--- src/rtl/bseq_pkg.sv ---
package bseq_pkg;

    localparam int unsigned WORD_BITS = 16;
    localparam int unsigned BYTE_BITS = 8;

    typedef enum logic [1:0] {
        SZ_BYTE = 2'd0,
        SZ_WORD = 2'd1,
        SZ_LONG = 2'd2
    } size_e;

    typedef enum logic [1:0] {
        ST_IDLE  = 2'd0,
        ST_ISSUE = 2'd1,
        ST_WAIT  = 2'd2,
        ST_DONE  = 2'd3
    } state_e;

endpackage

--- src/rtl/bseq_plan.sv ---
// Per-beat address, width, last flag and write-data slice for one access.
module bseq_plan
    import bseq_pkg::*;
#(
    parameter int unsigned AW     = 16,
    parameter int unsigned CPU_DW = 32,
    parameter int unsigned MEM_DW = 16,
    parameter int unsigned IO_DW  = 8,
    parameter int unsigned BEAT_W = 2
) (
    input  logic [AW-1:0]     base_addr,
    input  logic [1:0]        size,
    input  logic              io_space,
    input  logic [BEAT_W-1:0] beat,
    input  logic [CPU_DW-1:0] wdata,
    output logic [AW-1:0]     mem_addr,
    output logic [AW-1:0]     io_addr,
    output logic              mem_byte,
    output logic              last,
    output logic [MEM_DW-1:0] mem_wdata,
    output logic [IO_DW-1:0]  io_wdata
);
    localparam int unsigned MEM_BYTES     = MEM_DW / BYTE_BITS;
    localparam int unsigned MEM_SHIFT     = $clog2(MEM_BYTES);
    localparam int unsigned MEM_LANES     = CPU_DW / MEM_DW;
    localparam int unsigned IO_LANES      = CPU_DW / IO_DW;
    localparam int unsigned IO_WORD_BEATS = WORD_BITS / IO_DW;

    logic          is_byte;
    logic          is_word;
    logic [AW-1:0] mem_base;

    assign is_byte = (size == SZ_BYTE);
    assign is_word = (size == SZ_WORD);

    always_comb begin
        // Byte accesses keep the full address; wider ones align to the bus word.
        mem_base = is_byte ? base_addr : (base_addr & ~AW'(MEM_BYTES - 1));
        mem_addr = mem_base + (AW'(beat) << MEM_SHIFT);
        io_addr  = base_addr + AW'(beat);
        mem_byte = is_byte;

        if (io_space) begin
            if (is_byte)      last = 1'b1;
            else if (is_word) last = (beat == BEAT_W'(IO_WORD_BEATS - 1));
            else              last = (beat == BEAT_W'(IO_LANES - 1));
        end else begin
            last = (is_byte || is_word) ? 1'b1 : (beat == BEAT_W'(MEM_LANES - 1));
        end

        // Memory: most significant word first.
        mem_wdata = '0;
        if (is_byte) begin
            mem_wdata[BYTE_BITS-1:0] = wdata[BYTE_BITS-1:0];
        end else if (is_word) begin
            mem_wdata = wdata[MEM_DW-1:0];
        end else begin
            for (int l = 0; l < int'(MEM_LANES); l++) begin
                if (int'(beat) == int'(MEM_LANES) - 1 - l)
                    mem_wdata = wdata[l*MEM_DW +: MEM_DW];
            end
        end

        // I/O: least significant byte first.
        io_wdata = '0;
        for (int l = 0; l < int'(IO_LANES); l++) begin
            if (int'(beat) == l)
                io_wdata = wdata[l*IO_DW +: IO_DW];
        end
    end

endmodule

--- src/rtl/bseq_gather.sv ---
// Merges the data of one completed read beat into the result register.
module bseq_gather
    import bseq_pkg::*;
#(
    parameter int unsigned CPU_DW = 32,
    parameter int unsigned MEM_DW = 16,
    parameter int unsigned IO_DW  = 8,
    parameter int unsigned BEAT_W = 2
) (
    input  logic [CPU_DW-1:0] acc,
    input  logic [BEAT_W-1:0] beat,
    input  logic [1:0]        size,
    input  logic              io_space,
    input  logic [MEM_DW-1:0] mem_rd,
    input  logic [IO_DW-1:0]  io_rd,
    output logic [CPU_DW-1:0] acc_next
);
    localparam int unsigned MEM_LANES = CPU_DW / MEM_DW;
    localparam int unsigned IO_LANES  = CPU_DW / IO_DW;

    always_comb begin
        acc_next = acc;
        if (io_space) begin
            for (int l = 0; l < int'(IO_LANES); l++) begin
                if (int'(beat) == l)
                    acc_next[l*IO_DW +: IO_DW] = io_rd;
            end
        end else if (size == SZ_BYTE) begin
            acc_next = CPU_DW'(mem_rd[BYTE_BITS-1:0]);
        end else if (size == SZ_WORD) begin
            acc_next = CPU_DW'(mem_rd);
        end else begin
            for (int l = 0; l < int'(MEM_LANES); l++) begin
                if (int'(beat) == int'(MEM_LANES) - 1 - l)
                    acc_next[l*MEM_DW +: MEM_DW] = mem_rd;
            end
        end
    end

endmodule

--- src/rtl/bus_split_seq.sv ---
module bus_split_seq
    import bseq_pkg::*;
#(
    parameter int unsigned AW     = 16,
    parameter int unsigned CPU_DW = 32,
    parameter int unsigned MEM_DW = 16,
    parameter int unsigned IO_DW  = 8,
    parameter int unsigned MODE_W = 2
) (
    input  logic              clk,
    input  logic              rst_n,
    input  logic              req_valid,
    input  logic              req_space,
    input  logic [1:0]        req_size,
    input  logic [MODE_W-1:0] req_mode,
    input  logic              req_write,
    input  logic [AW-1:0]     req_addr,
    input  logic [CPU_DW-1:0] req_wdata,
    output logic              done,
    output logic [CPU_DW-1:0] rdata,
    output logic              mem_stb,
    output logic              mem_write,
    output logic              mem_byte,
    output logic [AW-1:0]     mem_addr,
    output logic [MEM_DW-1:0] mem_wdata,
    input  logic [MEM_DW-1:0] mem_rdata,
    input  logic              mem_rdy,
    output logic              io_stb,
    output logic              io_write,
    output logic [AW-1:0]     io_addr,
    output logic [IO_DW-1:0]  io_wdata,
    input  logic [IO_DW-1:0]  io_rdata,
    input  logic              io_rdy
);
    localparam int unsigned MAX_BEATS = CPU_DW / IO_DW;
    localparam int unsigned BEAT_W    = (MAX_BEATS > 1) ? $clog2(MAX_BEATS) : 1;

    typedef struct packed {
        state_e              st;
        logic [BEAT_W-1:0]   beat;
        logic [AW-1:0]       addr;
        logic [1:0]          size;
        logic                io;
        logic                wr;
        logic [CPU_DW-1:0]   wdata;
        logic [CPU_DW-1:0]   acc;
    } ctx_t;

    ctx_t ctx_d, ctx_q;

    logic              beat_last;
    logic              beat_rdy;
    logic [CPU_DW-1:0] acc_next;

    bseq_plan #(
        .AW(AW), .CPU_DW(CPU_DW), .MEM_DW(MEM_DW), .IO_DW(IO_DW), .BEAT_W(BEAT_W)
    ) u_plan (
        .base_addr (ctx_q.addr),
        .size      (ctx_q.size),
        .io_space  (ctx_q.io),
        .beat      (ctx_q.beat),
        .wdata     (ctx_q.wdata),
        .mem_addr  (mem_addr),
        .io_addr   (io_addr),
        .mem_byte  (mem_byte),
        .last      (beat_last),
        .mem_wdata (mem_wdata),
        .io_wdata  (io_wdata)
    );

    bseq_gather #(
        .CPU_DW(CPU_DW), .MEM_DW(MEM_DW), .IO_DW(IO_DW), .BEAT_W(BEAT_W)
    ) u_gather (
        .acc      (ctx_q.acc),
        .beat     (ctx_q.beat),
        .size     (ctx_q.size),
        .io_space (ctx_q.io),
        .mem_rd   (mem_rdata),
        .io_rd    (io_rdata),
        .acc_next (acc_next)
    );

    assign beat_rdy = ctx_q.io ? io_rdy : mem_rdy;

    always_comb begin
        ctx_d = ctx_q;
        unique case (ctx_q.st)
            ST_IDLE: begin
                if (req_valid) begin
                    ctx_d.addr  = req_addr;
                    ctx_d.size  = req_size;
                    ctx_d.io    = req_space;
                    ctx_d.wr    = req_write;
                    ctx_d.wdata = req_wdata;
                    ctx_d.acc   = '0;
                    ctx_d.beat  = '0;
                    // Special-space I/O has no bus here: complete with no cycle.
                    ctx_d.st    = (req_space && (req_mode != '0)) ? ST_DONE : ST_ISSUE;
                end
            end
            ST_ISSUE, ST_WAIT: begin
                if (beat_rdy) begin
                    if (!ctx_q.wr)
                        ctx_d.acc = acc_next;
                    if (beat_last) begin
                        ctx_d.st = ST_DONE;
                    end else begin
                        ctx_d.beat = ctx_q.beat + 1'b1;
                        ctx_d.st   = ST_ISSUE;
                    end
                end else begin
                    ctx_d.st = ST_WAIT;
                end
            end
            ST_DONE: ctx_d.st = ST_IDLE;
            default: ctx_d.st = ST_IDLE;
        endcase
    end

    always_ff @(posedge clk or negedge rst_n) begin
        if (!rst_n) ctx_q <= '0;
        else        ctx_q <= ctx_d;
    end

    assign mem_stb   = (ctx_q.st == ST_ISSUE) && !ctx_q.io;
    assign io_stb    = (ctx_q.st == ST_ISSUE) &&  ctx_q.io;
    assign mem_write = mem_stb && ctx_q.wr;
    assign io_write  = io_stb  && ctx_q.wr;
    assign done      = (ctx_q.st == ST_DONE);
    assign rdata     = ctx_q.acc;

endmodule

--- config.mk ---
export PLATFORM = sky130hd
export DESIGN_NAME = bus_split_seq
export DESIGN_NICKNAME = d
export VERILOG_FILES = /design/src/rtl/bseq_pkg.sv /design/src/rtl/bseq_plan.sv /design/src/rtl/bseq_gather.sv /design/src/rtl/bus_split_seq.sv
export SDC_FILE = /design/constraint.sdc
export NUM_CORES = 1
export LEC_CHECK = 0
export BUFFER_PORTS_ARGS = -buffer_cell sky130_fd_sc_hd__buf_2
export CAP_MARGIN = 0
export CORE_UTILIZATION = 45
export CTS_BUF_LIST = sky130_fd_sc_hd__clkbuf_16
export CTS_CLUSTER_DIAMETER = 50
export DETAILED_ROUTE_END_ITERATION = 16
export GPL_ROUTABILITY_DRIVEN = 0
export PLACE_DENSITY = 0.87
export SLEW_MARGIN = 30
export SYNTH_ARGS = -nofsm -noshare
export SYNTH_HDL_FRONTEND = slang
export SYNTH_SLANG_ARGS = --single-unit
--- constraint.sdc ---
create_clock -name clk -period 2.1 [get_ports clk]
set_clock_uncertainty 0.15 [all_clocks]
set_input_delay 0.105 -clock clk [delete_from_list [all_inputs] [get_ports clk]]
set_output_delay 0.105 -clock clk [all_outputs]
set_load 0.01 [all_outputs]
======== After elaboration in Yosys (flattened, before gate mapping) ========
Index checks and enable logic that the tools add are counted.
word-level totals
  register bits after elaboration ......... 88
  output and inout bits ................... 94
  logic and storage cells ................. 88
operators by class
  $add $sub $neg .......................... 3
  eq/ne operators ......................... 20
  mux-type cells .......................... 35
  reductions and logical operators ........ 19
operators with widths
  kind                   number
  $mux W32               5
  $mux W88               1
  $mux W16               5
  $mux W8                10
  $pmux W32 S2           1
  $reduce_and A6 Y1      4
  $add A16 B2 Y16        1
  $add A16 B3 Y16        1
  $ne A3 B2 Y1 const B   4
  $eq A2 B2 Y1 const B   5
  $mux W2                5
  $ne A5 B2 Y1 const B   2
  $eq A2 B1 Y1 const B   4
  $ne A2 B2 Y1 const B   4
  $logic_not A2 Y1       3
  $mux W1                6
  $pmux W2 S3            1
  $logic_and A1 B1 Y1    5
  $ne A4 B1 Y1 const B   1
  $pmux W2 S2            1
  $reduce_and A4 Y1      1
  $reduce_bool A2 Y1     2
  $add A2 B1 Y2 const B  1
  $reduce_and A2 Y1      1
  other kinds (3)        3

======== Longest topological paths before layout ========
Gate-level depths: netlist (run 1).
  depth after elaboration ................. 8
  gate-level depth with buffers ........... 7

======== Modules after synthesis ========
Synthesis (run 1) repeated with hierarchy kept, for this count alone.
second synthesis, totals
  cell total of the unflattened synthesis .. 549
  area, all modules ....................... 5914.4 sq um
by module, submodules not included
  module         times used  cells each  area an instance (sq um)  seq. area each (sq um)
  bus_split_seq  1           257         3727.3                    2202.1
  bseq_gather    1           149         1108.6                    0.0
  bseq_plan      1           143         1078.5                    0.0

======== Least setup slack after synthesis (run 1) ========
Ideal clock, no wire load.
  path kind ............................... flip-flop to flip-flop
  start ................................... register ctx_q[86] in the netlist's numbering
  end ..................................... register ctx_q (netlist bit rdata[0])
  library setup time ...................... 125 ps
  data arrival time ....................... 1854 ps
  data required time ...................... 1825 ps
  path slack .............................. -29 ps
  cell stages (with the launch flop) ...... 8
  path buffers ............................ 1
  period minus slack after synthesis ...... 2129 ps
  cells stage by stage .................... dfrtp_1 > inv_1 > ha_1 > buf_2 > mux2i_1 > a311oi_2 > o21ai_2 > mux2_2
on the way
  longest elaborated chain between the ends .. 4
RTL lines
  item                                                   line                  source
  start: declaration                                     bus_split_seq.sv:49   ctx_t ctx_d, ctx_q;
  start signal: assignment                               bus_split_seq.sv:122  else ctx_q <= ctx_d;
  $eq A2 B1 Y1 / $eq A2 B2 Y1 (equally long branches)    bus_split_seq.sv:87   unique case (ctx_q.st)
  $reduce_or A2 Y1                                       bus_split_seq.sv:87
  $ne A5 B2 Y1 (no source line) (tied with other cells)  n/a
  $reduce_and A6 Y1 (no source line)                     n/a
Parallel ways exist; a longest one is shown, timed or not.
A chain may end at the register's enable or synchronous reset.

======== Worst setup path after layout (run 1) ========
  start ................................... register ctx_q[84] in the netlist's numbering
  end ..................................... output port io_addr[14]
on the way
  longest elaborated chain between the ends .. 1
RTL lines
  item              line                 source
  $add A16 B2 Y16   bseq_plan.sv:40      io_addr = base_addr + AW'(beat);
  end: declaration  bus_split_seq.sv:30  output logic [AW-1:0] io_addr,
No other way between the ends.

==> run summary, run 1 <==
Status: finished, violations left
Violated checks: negative setup slack
Final Hold Viols: 0
Sequential area share after synthesis: 42.76%
Slew Limit Fails: 0
Clock buffer depth: 2
Wirelength, routed: 16340 µm
Yosys top cell by area: dfrtp_1
Clock tree sinks: 88
N_diodes: 0
Initial cell density of the core: 46.89%
Syn_area_per_cell: 10.45 µm²
Hpwl dp: 10000 µm
Synth top area share: 42.76%
RSZ-0062 raised after global routing: true
Area of the multi-input gates: 2962 µm²
Cell area after placement: 6118 µm²
Period utilization: 119.7%
Max cap viols: 0
Min-Delay Path Depth: 4
Synth warnings: 0
Full die area: 11880 µm²
Gr ovfl total: 0
Slew HR: 63.32%
Routed wire per std cell: 18.76 µm
IO Count: 177
Seq cells post-synth: 88
Nets: 825
Initial DRT Pass Iterations: 5
Die Ht: 109.0 µm
Pwr dens: 1740 nW/µm²
Vias/cell: 5.517
Worst Slack Setup Final: -0.4135 ns
Type of origin of the critical path: flop
Clock transition at path regs: 0.06 ns
Clk root buf: clkbuf_16
Antenna violations before repair: 0
Slew @ Worst Pin: 0.5502 ns
Post-Layout Inst Area: 7635 µm²
Sequential share of power: 24.8%
Comb pwr share: 63.5%
Synthesized Nets: 590
Clk Latency, worst-skew pair: 0.33 ns
Most frequent cells in the layout: 174 x buf_2, 84 x dfrtp_1, 81 x mux2_2, 56 x dlygate4sd3_1, 52 x nand2_1
Filler instances: 770
Layout cells sized above 1: 54.17%
Clk pwr share: 11.6%
Rows: 38
Tot Pwr: 0.01329 W
Pint: 0.007657 W
Most common cell after layout, fill and taps aside: buf_2
CTS Buf Count: 9
Reg2reg path depth: 8
Worst min-delay path class: in2reg
Area delta synth->final: 48.25%
Cell Count, Final, Fillers Out: 871
PortBufs: 176
Dpl cells: 778
Reg area: 2207 µm²
DRC errors left: 0
CP max FO: 4
Setup TNS: -6.566 ns
Core ar.: 10980 µm²
Pleak: 3.705 nW
Nature of the critical path endpoint: primary output
NetSw: 0.005629 W
Final setup fails: 44
Min Tclk post-route: 2.513 ns
Vias in the first global route: 4998
Max VDD drop: 962.9 µV
Synth area leaders: dfrtp_1 43%, mux2_2 18%, buf_4 4.7%, nand2_1 4.0%, a21oi_1 3.8%
DR vias: 4805
Synth Cell Area: 5150 µm²
Synth unique cells: 41
Post-DRT Antenna Nets: 0
H-Tree Depth: 3
First DRT Iteration DRCs: 336
Max Clk Rate: 397.9 MHz
Largest net degree at the start of global routing: 51
First-pass GRT wire length: 24740 µm
CP Class: reg2out
Chip Width: 109.0 µm
Cells after synthesis: 493
CTS tree: yes
Data required time of the critical path: 1.85 ns
Total track usage: 27.43%
Sw Share: 42.37%
Critical Path AT: 2.26 ns
[cell type report]
type / instances / area share, %
multi-input combinational: 330 / 38.79
sequential: 88 / 28.91
timing repair buffer: 284 / 25.61
clock buffer: 9 / 2.950
tap: 140 / 2.294
inverter: 15 / 0.7866
clock inverter: 5 / 0.6555
[cells by family after synthesis]
logic type | share of synthesized area (%)
simple gates | 10.67
flops | 42.76
mux | 18.95
compound gates | 11.37
buf+inv | 7.969
xor+xnor | 4.592
fa+ha+maj | 3.693
[final timing paths]
kind	slack, ns	from	end
setup / recovery	-0.41	ctx_q[84]	io_addr[14]
hold / removal	0.06	mem_rdata[7]	rdata[23]
setup reg to reg	0.05	ctx_q[87]	rdata[29]
hold reg to reg	0.35	rdata[12]	rdata[12]
max in group asynchronous	0.95	rst_n	ctx_q[69]
min in group asynchronous	0.18	rst_n	ctx_q[61]
[through the flow]
| step | hold WS [ns] | util [%] | setup WS, ns |
|---|---|---|---|
| 3_3_place_gp | -0.03815 | 55.71 | -0.01346 |
| 5_1_grt | 0.07658 | 69.51 | -0.4706 |
| 6_report | 0.06138 | 69.51 | -0.4135 |
| 3_5_place_dp | -0.02250 | 55.71 | -0.09679 |
| 4_1_cts | 0.03750 | 67.26 | -0.3509 |
| 2_1_floorplan | -0.3406 | - | -0.02674 |
[power by group through the flow]
stage	clock, W	combinational (W)	sequential (W)
after floorplan	0	0.00471	0.00291
after global placement	0	0.00639	0.00310
after detailed placement	0	0.00660	0.00319
after CTS	0.00157	0.00779	0.00318
after global routing	0.00163	0.00902	0.00340
final	0.00155	0.00844	0.00330
[registers in the layout, summed over array words and instances (netlist names)]
register / cells
rdata: 32
ctx_q: 56
[cells in the mapped netlist (all sizes together)]
cell     n
dfrtp   88
mux2    84
nand2   55
a21oi   39
buf     39
clkbuf  22
a22o    17
nor2    17
xnor2   15
inv     14
ha      12
nand2b  12
xor2    12
a221oi   9
o31ai    8
nor3     6
and2     5
nor2b    5
o21ai    5
and3     4
nand4    4
mux2i    3
nand3    3
a311oi   2
fa       2
nor3b    2
a21o     1
a22oi    1
a31oi    1
and4     1
clkinv   1
nand3b   1
nor4b    1
o211ai   1
o21ba    1
[what timing repair did]
item	CTS	global route
setup buffers	19	5
pin swaps	18	20
gates resized for setup	57	46
cloned	0	1
endpoints found under the setup margin	79	85
hold buffers	56	0
endpoints found under the hold margin	93	0
[layer usage]
metal  share of wire, %  GRT usage, %  vias up
li1                   -             -     2151
met1                 37         30.07     2319
met2                 52         49.55      278
met3                7.3         6.575       57
met4                3.4         12.84        0
met5                  0             0        -
[worst max-delay path, cell delays in order (launching register included)]
cell and delay [ns]:
dfrtp_1 0.40, ha_2 0.21, inv_2 0.04, fa_2 0.35, nor4b_2 0.24, buf_4 0.20, nand2_1 0.09, xnor2_1 0.21
buf_2 0.18
(Power assumes the default switching activity.)
==> run 2, diff against run 1 <==
- PLACE_DENSITY: 0.87 -> 0.83
==> run 2 against run 1 <==
  * The flow still finishes with violations (negative setup slack)
  * Sequential cell count unchanged
  * Global-route usage is 1.1 points lower
  * Combinational power about the same
  * First-iteration DRC count is 8.3% higher
  * Critical path depth fell by 1
  * Setup slack got worse by 0.0049 ns
==> run summary, run 2 (synthesis results as in run 1) <==
Max cap viols: 0 (unchanged)
Area delta synth->final: 49.51% (was 48.25%)
Tot Pwr: 0.01345 W (was 0.01329 W)
CTS tree: yes (unchanged)
Status: finished, violations left (unchanged)
Worst min-delay path class: in2reg (unchanged)
Final Hold Viols: 0 (unchanged)
Period utilization: 119.9% (was 119.7%)
Post-DRT Antenna Nets: 0 (unchanged)
Layout cells sized above 1: 53.61% (was 54.17%)
CP max FO: 3 (was 4)
Hold Path Origin: req_mode[1] (was mem_rdata[7])
CTS Buf Count: 9 (unchanged)
Nature of the critical path endpoint: primary output (unchanged)
Most common cell after layout, fill and taps aside: buf_2 (unchanged)
Clock buffer depth: 2 (unchanged)
PortBufs: 176 (unchanged)
Pleak: 3.748 nW (was 3.705 nW)
Most frequent cells in the layout: 173 x buf_2, 88 x dfrtp_1, 76 x mux2_2, 56 x dlygate4sd3_1, 52 x nand2_1 (was 174 x buf_2, 84 x dfrtp_1, 81 x mux2_2, 56 x dlygate4sd3_1, 52 x nand2_1)
First-pass GRT wire length: 23580 µm (was 24740 µm)
H-Tree Depth: 3 (unchanged)
Antenna violations before repair: 0 (unchanged)
IO Count: 177 (unchanged)
Post-Layout Inst Area: 7700 µm² (was 7635 µm²)
Slew Limit Fails: 0 (unchanged)
Cell area after placement: 6161 µm² (was 6118 µm²)
Initial cell density of the core: 46.89% (unchanged)
Die Ht: 109.0 µm (unchanged)
FF-to-FF Start: ctx_q[84] (was ctx_q[87])
Rows: 38 (unchanged)
RSZ-0062 raised after global routing: true (unchanged)
CP Class: reg2out (unchanged)
Wirelength, routed: 16260 µm (was 16340 µm)
Worst Slack Setup Final: -0.4184 ns (was -0.4135 ns)
Util after Layout: 70.11% (was 69.51%)
Hold endpoint: ctx_q[87] (was rdata[23])
Largest net degree at the start of global routing: 48 (was 51)
Type of origin of the critical path: flop (unchanged)
Setup WS pre-CTS: -0.08997 ns (was -0.09679 ns)
N_diodes: 0 (unchanged)
Core ar.: 10980 µm² (unchanged)
Max VDD drop: 1050 µV (was 962.9 µV)
Chip Width: 109.0 µm (unchanged)
Clk Latency, worst-skew pair: 0.35 ns (was 0.33 ns)
Flop-to-flop setup slack: 0.02 ns (was 0.05 ns)
Slew @ Worst Pin: 0.4654 ns (was 0.5502 ns)
Vias/cell: 5.487 (was 5.517)
Vias in the first global route: 4780 (was 4998)
Pwr dens: 1747 nW/µm² (was 1740 nW/µm²)
Clock tree sinks: 88 (unchanged)
DRC errors left: 0 (unchanged)
Full die area: 11880 µm² (unchanged)
Clk root buf: clkbuf_16 (unchanged)
Final setup fails: 51 (was 44)
Max reg flops: 56 (unchanged)
Reg with most FFs: ctx_q (unchanged)
Nets: 828 (was 825)
Routed wire per std cell: 18.58 µm (was 18.76 µm)
Clock transition at path regs: 0.06 ns (about the same)
Slew HR: 68.97% (was 63.32%)
Min-Delay Path Depth: 3 (was 4)
Hpwl dp: 10120 µm (was 10000 µm)
Initial DRT Pass Iterations: 5 (unchanged)
First DRT Iteration DRCs: 364 (was 336)
DR vias: 4801 (was 4805)
Critical Path AT: 2.26 ns (about the same)
Reg2reg path depth: 9 (was 8)
Max Clk Rate: 397.1 MHz (was 397.9 MHz)
Total track usage: 26.29% (was 27.43%)
Violated checks: negative setup slack (unchanged)
Min Tclk post-route: 2.518 ns (was 2.513 ns)
R2R Path End: rdata[13] (was rdata[29])
Gr ovfl total: 0 (unchanged)
Data required time of the critical path: 1.85 ns (about the same)
[run 2: routing by layer]
layer,wire length [µm],vias up,track usage [%]
met5,0,-,0
met4,419,0,12.07
met3,1141,41,5.439
met2,8441,257,46.45
met1,6255,2339,30.36
li1,-,2164,-
[run 2: repair_timing]
item	in CTS	in global routing
hold buffers	56	0
pin swaps	11	19
setup buffers	11	10
resized for setup	41	57
gates cloned	0	1
hold endpoints to repair	142	0
setup endpoints to repair	81	84
[run 2: cell type report]
type / instances / area [µm²]
inverter: 15 / 58.81
multi-input combinational: 330 / 2958
clock inverter: 6 / 82.58
tap: 140 / 175.2
clock buffer: 9 / 225.2
timing repair buffer: 287 / 1998
sequential: 88 / 2202
fill: 767 / 3283
[run 2: where the power goes]
group	internal (W)	leakage [nW]	switching (W)
registers	0.00247	1.09	0.000827
clock network	0.00103	0.153	0.000687
logic	0.00433	2.51	0.00411
[run 2: how the worst max path moves through the flow]
| stage | depth (start not counted) | to | start | slack (ns) |
|---|---|---|---|---|
| floorplan | 7 | rdata[0] | ctx_q[86] | -0.03 |
| global placement | 8 | io_addr[14] | ctx_q[84] | -0.01 |
| detailed placement | 8 | io_addr[14] | ctx_q[84] | -0.09 |
| CTS | 8 | io_addr[14] | ctx_q[68] | -0.38 |
| global route | 8 | io_addr[14] | ctx_q[68] | -0.46 |
| finish | 7 | io_addr[8] | ctx_q[68] | -0.42 |
[run 2: per-stage QoR]
step,std cells,TNS (ns),hold slack [ns]
2_1_floorplan,493,-0.8556,-0.3406
3_3_place_gp,782,-0.01484,-0.2130
3_5_place_dp,782,-0.9897,-0.2160
4_1_cts,864,-7.727,0.01642
5_1_grt,875,-12.32,0.03588
6_report,875,-8.606,0.01224
[run 2: critical path, stage by stage (launching register included)]
cell and delay [ns]:
dfrtp_1 0.40, ha_4 0.16, inv_2 0.04, fa_2 0.36, nor4b_4 0.33, buf_4 0.20
xor2_1 0.24, buf_2 0.19
==> run 3, diff against run 2 <==
- PLACE_DENSITY: 0.83 -> 0.75
- SYNTH_HIERARCHICAL: default -> 1
==> run 3 against run 2 <==
  * The flow still finishes with violations (negative setup slack)
  * Critical path depth grew 1
  * Critical path type unchanged
  * Sequential share of layout area shrank 1.2 points
  * Synthesized cell count grew 11%
==> run summary, run 3 <==
Routed wire per std cell: 20.42 µm (was 18.58 µm)
Filler instances: 946 (was 767)
Total track usage: 27.96% (was 26.29%)
Initial cell density of the core: 46.49% (was 46.89%)
Max reg flops: 56 (unchanged)
First DRT Iteration DRCs: 402 (was 364)
Type of origin of the critical path: flop (unchanged)
EDFF count, synth: 0 (unchanged)
Pint: 0.007297 W (was 0.007830 W)
Synth unique cells: 55 (was 41)
Reg with most FFs: ctx_q (unchanged)
Final Hold Viols: 0 (unchanged)
Yosys top cell by area: dfrtp_1 (unchanged)
Clock transition at path regs: 0.06 ns (about the same)
Max VDD drop: 938.6 µV (was 1050 µV)
DR vias: 5499 (was 4801)
Chip Width: 116.6 µm (was 109.0 µm)
Area delta synth->final: 36.13% (was 49.51%)
Clk Latency, worst-skew pair: 0.34 ns (was 0.35 ns)
Layout cells sized above 1: 49.28% (was 53.61%)
Seq cells post-synth: 88 (unchanged)
Reg area: 2207 µm² (was 2202 µm²)
Period utilization: 119.4% (was 119.9%)
Data required time of the critical path: 1.85 ns (about the same)
CTS Buf Count: 9 (unchanged)
Clk pwr share: 13.1% (was 12.8%)
NetSw: 0.005758 W (was 0.005622 W)
Status: finished, violations left (unchanged)
DRC errors left: 0 (unchanged)
Sequential share of power: 25.9% (was 24.5%)
Post-synth ARST share: 100.0% (unchanged)
Slew HR: 67.67% (was 68.97%)
Clock tree sinks: 88 (unchanged)
Worst min-delay path class: in2reg (unchanged)
Hpwl dp: 11380 µm (was 10120 µm)
Tot Pwr: 0.01306 W (was 0.01345 W)
CP max FO: 3 (unchanged)
Synthesized Nets: 641 (was 590)
Die Ht: 116.6 µm (was 109.0 µm)
Post-synth top flop: dfrtp_1 (unchanged)
Cells after synthesis: 549 (was 493)
Dpl cells: 854 (was 782)
Most common cell after layout, fill and taps aside: buf_2 (unchanged)
Antenna violations before repair: 1 (was 0)
Sw Share: 44.10% (was 41.79%)
Nets: 848 (was 828)
Comb pwr share: 60.9% (was 62.7%)
Util after Layout: 63.29% (was 70.11%)
PortBufs: 176 (unchanged)
IO Count: 177 (unchanged)
Pleak: 3.945 nW (was 3.748 nW)
Worst Slack Setup Final: -0.4079 ns (was -0.4184 ns)
Synth top area share: 37.23% (was 42.76%)
Setup TNS: -6.377 ns (was -8.606 ns)
Sequential area share after synthesis: 37.23% (was 42.76%)
Min Tclk post-route: 2.508 ns (was 2.518 ns)
Most frequent cell after synthesis: dfrtp_1 (unchanged)
Wirelength, routed: 19050 µm (was 16260 µm)
Critical Path AT: 2.25 ns (was 2.26 ns)
Post-DRT Antenna Nets: 0 (unchanged)
Clk root buf: clkbuf_16 (unchanged)
H-Tree Depth: 3 (unchanged)
Max Clk Rate: 398.7 MHz (was 397.1 MHz)
Area of the multi-input gates: 3339 µm² (was 2958 µm²)
Slew @ Worst Pin: 0.4849 ns (was 0.4654 ns)
CP Class: reg2out (unchanged)
Violated checks: negative setup slack (unchanged)
Core ar.: 12720 µm² (was 10980 µm²)
Clock buffer depth: 2 (unchanged)
Final setup fails: 22 (was 51)
Full die area: 13610 µm² (was 11880 µm²)
Gr ovfl total: 0 (unchanged)
Most frequent cells in the layout: 175 x buf_2, 84 x dfrtp_1, 55 x dlygate4sd3_1, 52 x mux2_2, 42 x mux2i_1 (was 173 x buf_2, 88 x dfrtp_1, 76 x mux2_2, 56 x dlygate4sd3_1, 52 x nand2_1)
Vias/cell: 5.894 (was 5.487)
Slew Limit Fails: 0 (unchanged)
Synth area leaders: dfrtp_1 37%, mux2_2 9.9%, mux2i_1 7.1%, a22o_2 4.9%, buf_4 4.4% (was dfrtp_1 43%, mux2_2 18%, buf_4 4.7%, nand2_1 4.0%, a21oi_1 3.8%)
N_diodes: 0 (unchanged)
Max cap viols: 0 (unchanged)
RSZ-0062 raised after global routing: true (unchanged)
Synth warnings: 6 (was 0)
First-pass GRT wire length: 29070 µm (was 23580 µm)
Vias in the first global route: 5614 (was 4780)
CTS tree: yes (unchanged)
Synth Cell Area: 5914 µm² (was 5150 µm²)
Pwr dens: 1621 nW/µm² (was 1747 nW/µm²)
Initial DRT Pass Iterations: 5 (unchanged)
Cell Count, Final, Fillers Out: 933 (was 875)
Rows: 41 (was 38)
Largest net degree at the start of global routing: 53 (was 48)
Setup WS pre-CTS: 0.01362 ns (was -0.08997 ns)
Most frequent cells after synthesis: 88 x dfrtp_1, 52 x mux2_2, 42 x mux2i_1 (was 88 x dfrtp_1, 84 x mux2_2, 55 x nand2_1)
Nature of the critical path endpoint: primary output (unchanged)
Syn_area_per_cell: 10.77 µm² (was 10.45 µm²)
[run 3: metal layers]
| metal | vias to the layer above | part of all wire [%] | track usage [%] |
|---|---|---|---|
| met3 | 47 | 7.7 | 5.553 |
| met2 | 315 | 51 | 47.93 |
| met4 | 2 | 2.7 | 12.66 |
| met5 | - | 0.068 | 0 |
| met1 | 2724 | 39 | 34.00 |
| li1 | 2411 | - | - |
[run 3: power by group through the flow]
stage / combinational (W) / sequential, W / clock, W
floorplan: 0.00523 / 0.00308 / 0
global placement: 0.00701 / 0.00325 / 0
detailed placement: 0.00720 / 0.00332 / 0
CTS: 0.00759 / 0.00330 / 0.00175
global route: 0.00847 / 0.00350 / 0.00179
finish: 0.00795 / 0.00339 / 0.00172
[run 3: final timing paths]
check                            start     endpoint  slack (ns)  cells past startpoint
max in group asynchronous        rst_n    ctx_q[61]        1.01                      3
max reg2reg                  ctx_q[84]    rdata[18]        0.11                      7
min                        req_mode[1]    ctx_q[87]        0.02                      5
min reg2reg                  ctx_q[52]    ctx_q[52]        0.38                      1
min in group asynchronous        rst_n     rdata[6]        0.11                      2
max                          ctx_q[68]  io_addr[12]       -0.41                      8
[run 3: final cells by class]
type,count,area share (%)
repair buffers,271,23.12
multi-input cells,355,41.48
flip-flops and latches,88,27.41
inverters,31,1.445
clock buffers,9,2.797
well taps,172,2.673
clock inverters,7,1.072
[run 3: cell families after synthesis]
kind of cell             share of synthesized area [%]
XOR/XNOR                                         4.146
adder cells (fa/ha/maj)                          2.158
flip-flops                                       37.23
buffers and inverters                            10.15
AND/OR/NAND/NOR                                  10.18
multiplexers                                     20.44
AO/OA/AOI/OAI                                    15.70
[run 3: metrics by stage]
stage / hold slack [ns] / area [µm²]
finish: 0.02378 / 8051
global placement: -0.05616 / 6858
CTS: 0.001898 / 7933
global route: 0.04177 / 8051
floorplan: -0.3406 / 5934
detailed placement: -0.04956 / 6858
[run 3: worst max-delay path: stages (launching register included)]
cell	delay [ns]
dfrtp_1	0.40
ha_4	0.16
inv_2	0.04
fa_2	0.35
nand3b_1	0.30
nor3_4	0.22
nand2_1	0.14
xnor2_1	0.15
buf_2	0.15
[run 3: what timing repair did]
action / 4_1_cts / 5_1_grt
cloned: 0 / 1
pin swaps: 11 / 9
hold endpoints to repair: 121 / 0
setup buffers: 8 / 2
gates resized for setup: 40 / 18
hold buffers: 55 / 0
setup endpoints to repair: 29 / 58
